## src/rtl/rxr_pkg.sv

```systemverilog
// Package: shared types and helpers for the receive FIFO host read controller.
// Assumes 32-bit host words, so the supported alignments are 1, 4 and 8 words.
package rxr_pkg;

    typedef enum logic [1:0] {
        ALIGN_4B   = 2'd0,
        ALIGN_16B  = 2'd1,
        ALIGN_32B  = 2'd2,
        ALIGN_RSVD = 2'd3
    } align_e;

    localparam int MAX_ALIGN_WORDS = 8;
    localparam int PHASE_W         = $clog2(MAX_ALIGN_WORDS);

    // Word-phase mask for an alignment; every alignment is a power of two in words.
    function automatic logic [PHASE_W-1:0] align_mask(input align_e a);
        case (a)
            ALIGN_16B: return PHASE_W'(3);
            ALIGN_32B: return PHASE_W'(7);
            default:   return '0;
        endcase
    endfunction

endpackage

```

## src/rtl/rxr_cfg_regs.sv

```systemverilog
// Module: configuration holding for the read controller.
// Stores the alignment code and turns a discard request into a single
// registered flush cycle that clears itself.
// Assumes discard_req is a one-cycle write strobe.
module rxr_cfg_regs
    import rxr_pkg::*;
(
    input  logic   clk,
    input  logic   rst_n,
    input  logic   align_we,
    input  logic [1:0] align_in,
    input  logic   discard_req,
    output align_e align_q,
    output logic   discard_q
);

    // Alignment code register, written by the host.
    always_ff @(posedge clk) begin
        if (!rst_n)        align_q <= ALIGN_4B;
        else if (align_we) align_q <= align_e'(align_in);
    end

    // Self-clearing discard bit: high for one cycle per request.
    always_ff @(posedge clk) begin
        if (!rst_n) discard_q <= 1'b0;
        else        discard_q <= discard_req;
    end

endmodule

```

## src/rtl/rxr_pad_seq.sv

```systemverilog
// Module: buffer framing and pad insertion.
// Passes FIFO words to the host. After the word marked last, it inserts
// zero pad words until the buffer length is a multiple of the alignment
// captured at the buffer's first word.
// Assumes fifo_data/fifo_last are stable while fifo_valid is 1 and no pop.
module rxr_pad_seq
    import rxr_pkg::*;
#(
    parameter int DATA_W = 32
) (
    input  logic              clk,
    input  logic              rst_n,
    input  align_e            cfg_align,
    input  logic              flush,
    input  logic              fifo_valid,
    input  logic [DATA_W-1:0] fifo_data,
    input  logic              fifo_last,
    output logic              fifo_pop,
    input  logic              host_rd,
    output logic              host_valid,
    output logic [DATA_W-1:0] host_data,
    output logic              host_pad,
    output logic              word_take
);

    logic [PHASE_W-1:0] phase;
    logic [PHASE_W-1:0] pad_left;
    logic               padding;
    logic               in_buf;
    align_e             buf_align;

    align_e             eff_align;
    logic [PHASE_W-1:0] eff_mask;
    logic [PHASE_W-1:0] phase_nxt;
    logic               data_take;

    // Alignment in force for the word now at the head.
    always_comb begin
        eff_align = in_buf ? buf_align : cfg_align;
        eff_mask  = align_mask(eff_align);
        phase_nxt = (phase + 1'b1) & eff_mask;
    end

    // Host-facing handshake and data selection.
    always_comb begin
        host_valid = !flush && (padding || fifo_valid);
        host_pad   = padding;
        host_data  = padding ? '0 : fifo_data;
        word_take  = host_rd && host_valid;
        data_take  = word_take && !padding;
        fifo_pop   = data_take;
    end

    // Buffer progress, alignment capture and pad countdown.
    always_ff @(posedge clk) begin
        if (!rst_n || flush) begin
            phase     <= '0;
            pad_left  <= '0;
            padding   <= 1'b0;
            in_buf    <= 1'b0;
            buf_align <= ALIGN_4B;
        end else if (data_take) begin
            if (!in_buf) buf_align <= cfg_align;
            if (fifo_last) begin
                in_buf <= 1'b0;
                phase  <= '0;
                if (phase_nxt != '0) begin
                    padding  <= 1'b1;
                    pad_left <= eff_mask - phase_nxt + 1'b1;
                end
            end else begin
                in_buf <= 1'b1;
                phase  <= phase_nxt;
            end
        end else if (word_take && padding) begin
            pad_left <= pad_left - 1'b1;
            if (pad_left == PHASE_W'(1)) padding <= 1'b0;
        end
    end

endmodule

```

## src/rtl/rxr_dma_counter.sv

```systemverilog
// Module: reloadable word countdown with a sticky interrupt.
// Decrements once per accepted host word and sets the interrupt only when a
// decrement reaches zero. A host load wins over a decrement and never sets
// the interrupt by itself.
module rxr_dma_counter #(
    parameter int CNT_W = 12
) (
    input  logic             clk,
    input  logic             rst_n,
    input  logic             cnt_we,
    input  logic [CNT_W-1:0] cnt_in,
    input  logic             word_take,
    input  logic             irq_clr,
    output logic [CNT_W-1:0] count,
    output logic             irq
);

    localparam logic [CNT_W-1:0] ONE = CNT_W'(1);

    logic dec_ok;
    logic hit_zero;

    // Decide whether this cycle decrements, and whether that reaches zero.
    always_comb begin
        dec_ok   = word_take && !cnt_we && (count != '0);
        hit_zero = dec_ok && (count == ONE);
    end

    // Remaining word count.
    always_ff @(posedge clk) begin
        if (!rst_n)      count <= '0;
        else if (cnt_we) count <= cnt_in;
        else if (dec_ok) count <= count - ONE;
    end

    // Sticky interrupt; a set beats a clear in the same cycle.
    always_ff @(posedge clk) begin
        if (!rst_n)        irq <= 1'b0;
        else if (hit_zero) irq <= 1'b1;
        else if (irq_clr)  irq <= 1'b0;
    end

endmodule

```

## src/rtl/rxfifo_host_reader.sv

```systemverilog
// Module: top of the receive FIFO host read controller.
// Joins the configuration holding, the pad sequencer and the word countdown.
// Assumes an external FIFO that shows its head word with a last-word flag and
// flushes both data and status storage on fifo_flush.
module rxfifo_host_reader
    import rxr_pkg::*;
#(
    parameter int DATA_W = 32,
    parameter int CNT_W  = 12
) (
    input  logic              clk,
    input  logic              rst_n,
    input  logic              align_we,
    input  logic [1:0]        align_in,
    output logic [1:0]        align_q,
    input  logic              cnt_we,
    input  logic [CNT_W-1:0]  cnt_in,
    output logic [CNT_W-1:0]  dma_count,
    input  logic              irq_clr,
    output logic              dma_irq,
    input  logic              discard_req,
    output logic              fifo_flush,
    input  logic              fifo_valid,
    input  logic [DATA_W-1:0] fifo_data,
    input  logic              fifo_last,
    output logic              fifo_pop,
    input  logic              host_rd,
    output logic              host_valid,
    output logic [DATA_W-1:0] host_data,
    output logic              host_pad
);

    align_e align_r;
    logic   discard_q;
    logic   word_take;

    rxr_cfg_regs u_cfg (
        .clk         (clk),
        .rst_n       (rst_n),
        .align_we    (align_we),
        .align_in    (align_in),
        .discard_req (discard_req),
        .align_q     (align_r),
        .discard_q   (discard_q)
    );

    rxr_pad_seq #(.DATA_W(DATA_W)) u_pad (
        .clk        (clk),
        .rst_n      (rst_n),
        .cfg_align  (align_r),
        .flush      (discard_q),
        .fifo_valid (fifo_valid),
        .fifo_data  (fifo_data),
        .fifo_last  (fifo_last),
        .fifo_pop   (fifo_pop),
        .host_rd    (host_rd),
        .host_valid (host_valid),
        .host_data  (host_data),
        .host_pad   (host_pad),
        .word_take  (word_take)
    );

    rxr_dma_counter #(.CNT_W(CNT_W)) u_cnt (
        .clk       (clk),
        .rst_n     (rst_n),
        .cnt_we    (cnt_we),
        .cnt_in    (cnt_in),
        .word_take (word_take),
        .irq_clr   (irq_clr),
        .count     (dma_count),
        .irq       (dma_irq)
    );

    // Expose stored code and flush strobe.
    always_comb begin
        align_q    = align_r;
        fifo_flush = discard_q;
    end

endmodule

```

## config.mk

```make
export PLATFORM = sky130hd
export DESIGN_NAME = rxfifo_host_reader
export DESIGN_NICKNAME = d
export VERILOG_FILES = /design/src/rtl/rxr_pkg.sv /design/src/rtl/rxr_cfg_regs.sv /design/src/rtl/rxr_pad_seq.sv /design/src/rtl/rxr_dma_counter.sv /design/src/rtl/rxfifo_host_reader.sv
export SDC_FILE = /design/constraint.sdc
export NUM_CORES = 1
export LEC_CHECK = 0
export ABC_AREA = 1
export BUFFER_PORTS_ARGS = -buffer_cell sky130_fd_sc_hd__buf_4
export CAP_MARGIN = 5
export CORE_MARGIN = 2
export CORE_UTILIZATION = 45
export DETAILED_ROUTE_END_ITERATION = 10
export PLACE_DENSITY = 0.91
export SLEW_MARGIN = 20
export SYNTH_ARGS = -nofsm -noshare
export SYNTH_HDL_FRONTEND = slang
export SYNTH_SLANG_ARGS = --single-unit
```

## constraint.sdc

```tcl
create_clock -name clk -period 2.2 [get_ports clk]
set_input_delay 0.33 -clock clk [delete_from_list [all_inputs] [get_ports clk]]
set_output_delay 0.33 -clock clk [all_outputs]
set_load 0.05 [all_outputs]
```

==> summary.txt <==
Status
  • Status: completed

Global route
  • Gr busiest metal: met2
  • Largest net degree at the start of global routing: 34
  • Vias in the first global route: 1,965
  • Met3 Use GR: 0.0503
  • Global route overflow: 0
  • First-pass GRT wire length: 8360 µm
  • Total GRT Usage: 0.231
  • GR Layer Usage met2: 0.429
  • Routing usage on met1: 0.244
  • Initial antenna violation count: 0

Layout
  • Commonest non-fill, non-tap cells in the layout: buf_4 (106), nor2_1 (69), inv_1 (58)
  • Commonest non-fill, non-tap cell in the layout: buf_4
  • Area delta synth->final: 46.0%
  • Share of layout cells above drive strength 1: 0.332
  • Antenna diodes: 0
  • Final net count: 468

STA
  • Slew margin rel.: 0.712
  • Setup Skew: 0.00181 ns
  • Period utilization: 0.832
  • Max Slew Vio Count: 0
  • Setup TNS: 0 ns
  • Post-route minimum period: 1.83 ns
  • # setup viols final: 0
  • Fin. Hold Viols: 0
  • RSZ-0062 raised after global routing: no
  • Worst-margin pin slew: 0.430 ns
  • Max Clk Rate: 547 MHz

Logic synthesis
  • Yosys Warn Count: 0
  • Register area share after synthesis: 0.275
  • Seq cells post-synth: 26
  • Synth area leader: dfxtp_1
  • Yosys top cell area share: 0.275
  • Syn_area_per_cell: 6.26 µm²
  • Synth area leaders: dfxtp_1 (27%), nor2_1 (14%), inv_1 (11%)
  • Synth unique cells: 31
  • Post-Synthesis Cell Area: 1900 µm²
  • Post-Syn Nets: 366
  • Mapped Cells: 303

Min path
  • Hold depth: 3
  • Hold crit path type: in2reg

Detailed routing
  • Initial DRC Count: 106
  • Antenna-violating nets left: 0
  • DR vias/cell: 4.85
  • DRT Wirelength: 5430 µm
  • Routed wire length per instance: 11.9 µm
  • DRC: 0
  • Vias: 2,203
  • Drt pass-1 iters: 4

Die
  • Ports: 106
  • Rows: 23
  • Die span in y: 68.9 µm
  • Die Footprint: 4750 µm²
  • Core area: 4030 µm²
  • Chip width: 68.9 µm
  • Initial Util: 0.470

Worst setup path
  • Critical path depth in cells: 8
  • Worst path bufs/invs: 0
  • CP arrival: 2.00 ns
  • CP Launch Type: flip-flop
  • Worst setup EP type: flip-flop
  • Slowest stage delay, CP: 0.36 ns
  • CP most frequent cell: o21ai_0
  • R2R cell count: 8
  • Setup Crit Path Kind: reg2reg
  • Critical path's top delay family: compound AO/OA/AOI/OAI gates
  • Critical Path, Cell by Cell: o21ai_0 > ha_1 > nor2_1 > ha_1 > nand2_1 > o21ai_0 > o21ai_0 > a21oi_1
  • Slowest cell on crit path: dfxtp_1
  • Worst EP required: 2.37 ns
  • Critical Path Fanout Max: 5

CTS
  • Root buf cell: clkbuf_8
  • CTS tree: yes
  • PostCTS Resize Cnt: 0
  • Clk slew on worst S/H paths: 0.09 ns
  • H-Tree Depth: 1
  • TritonCTS Buffers: 3
  • Post-CTS Hold Buffers: 0
  • Clock buffer depth: 2
  • CTS sink cnt: 26
  • Skew-Pair Late Insertion Delay: 0.27 ns
  • Setup Buffers After CTS: 0

Place
  • Final Wtd Congestion: 0.856
  • DP HPWL: 4190 µm
  • I/O Buffers: 105

Power and ir drop
  • Overall Power: 1.58 mW
  • VDD IR max: 0.349 mV
  • Pwr dens: 572 nW/µm²
  • Leakage power: 1.51 nW

Flow run
  • Maxcap violations: 0
[Yosys cell counts]
| master | instances |
|---|---|
| inv_4 | 1 |
| or2_2 | 5 |
| dfxtp_1 | 26 |
| buf_6 | 3 |
| nand3_1 | 19 |
| nor3_1 | 2 |
| xnor2_1 | 4 |
| o21a_1 | 1 |
| nand3_4 | 1 |
| nand3_2 | 1 |
| nand2_4 | 1 |
| clkbuf_1 | 4 |
| ha_1 | 8 |
| inv_1 | 58 |
| nand2_2 | 3 |
| nor2_4 | 1 |
| nor2_2 | 3 |
| a31oi_1 | 2 |
| nand4_4 | 1 |
| mux2i_1 | 1 |
| nand4_1 | 2 |
| buf_1 | 1 |
| buf_2 | 1 |
| nor3_2 | 4 |
| xor2_1 | 3 |
| a21oi_1 | 20 |
| nand2_1 | 37 |
| nor2_1 | 69 |
| inv_6 | 1 |
| o21ai_0 | 18 |
| inv_2 | 2 |
[kinds of logic after synthesis]
group / share of synthesized area
simple gates: 0.367
buf+inv: 0.157
compound gates: 0.111
flops: 0.275
fa+ha+maj: 0.0528
xor+xnor: 0.0323
mux: 0.00528
[layout make-up]
type,instances,area (µm²)
clock buffer,3,41.3
clock inverter,1,30.0
fill,341,1260
inverter,62,240
multi-input combinational,206,1080
sequential,26,520
tap,50,62.6
timing repair buffer,106,796
[layer usage]
metal | part of all wire | wire [µm] | vias up
met4 | 0.024 | 132 | 0
met2 | 0.50 | 2730 | 103
met5 | 0 | 0 | -
met3 | 0.10 | 563 | 11
met1 | 0.37 | 2000 | 955
li1 | - | - | 1134
[power by group]
part | leakage [nW] | internal [mW] | switching (mW)
clock | 0.0357 | 0.244 | 0.157
combinational | 1.26 | 0.232 | 0.420
sequential | 0.213 | 0.498 | 0.0302
total | 1.51 | 0.974 | 0.608
[path summary, 6_finish.rpt]
path / start / end / slack, ns
setup / recovery: u_pad.in_buf / u_pad.pad_left[1] / 0.37
hold / removal: discard_req / u_cfg.discard_q / 0.23
setup reg to reg: u_pad.in_buf / u_pad.pad_left[1] / 0.37
hold reg to reg: u_pad.buf_align[1] / u_pad.buf_align[1] / 0.48
[registers in the layout (all words and copies together) (netlist names)]
register and count:
u_pad.in_buf 1, u_cfg.discard_q 1, u_pad.buf_align 2, u_pad.host_pad 1, u_cnt.irq 1, u_pad.phase 3
u_cfg.align_q 2, u_cnt.count 12, u_pad.pad_left 3
[tightest hold or removal path, cell delays in order]
cell and delay [ns]:
buf_4 0.08, nand2_1 0.04, inv_1 0.04
[through the flow]
step	utilization	instance area, µm²	setup WS, ns	hold WS [ns]	std cells
CTS	0.687	2770	0.374	0.228	454
global placement	0.669	2700	0.558	0.449	450
detailed placement	0.669	2700	0.469	0.463	450
floorplan	-	1900	0.238	0.428	303
global route	0.687	2770	0.191	0.250	454
finish	0.687	2770	0.370	0.233	454
(Power assumes the default switching activity.)
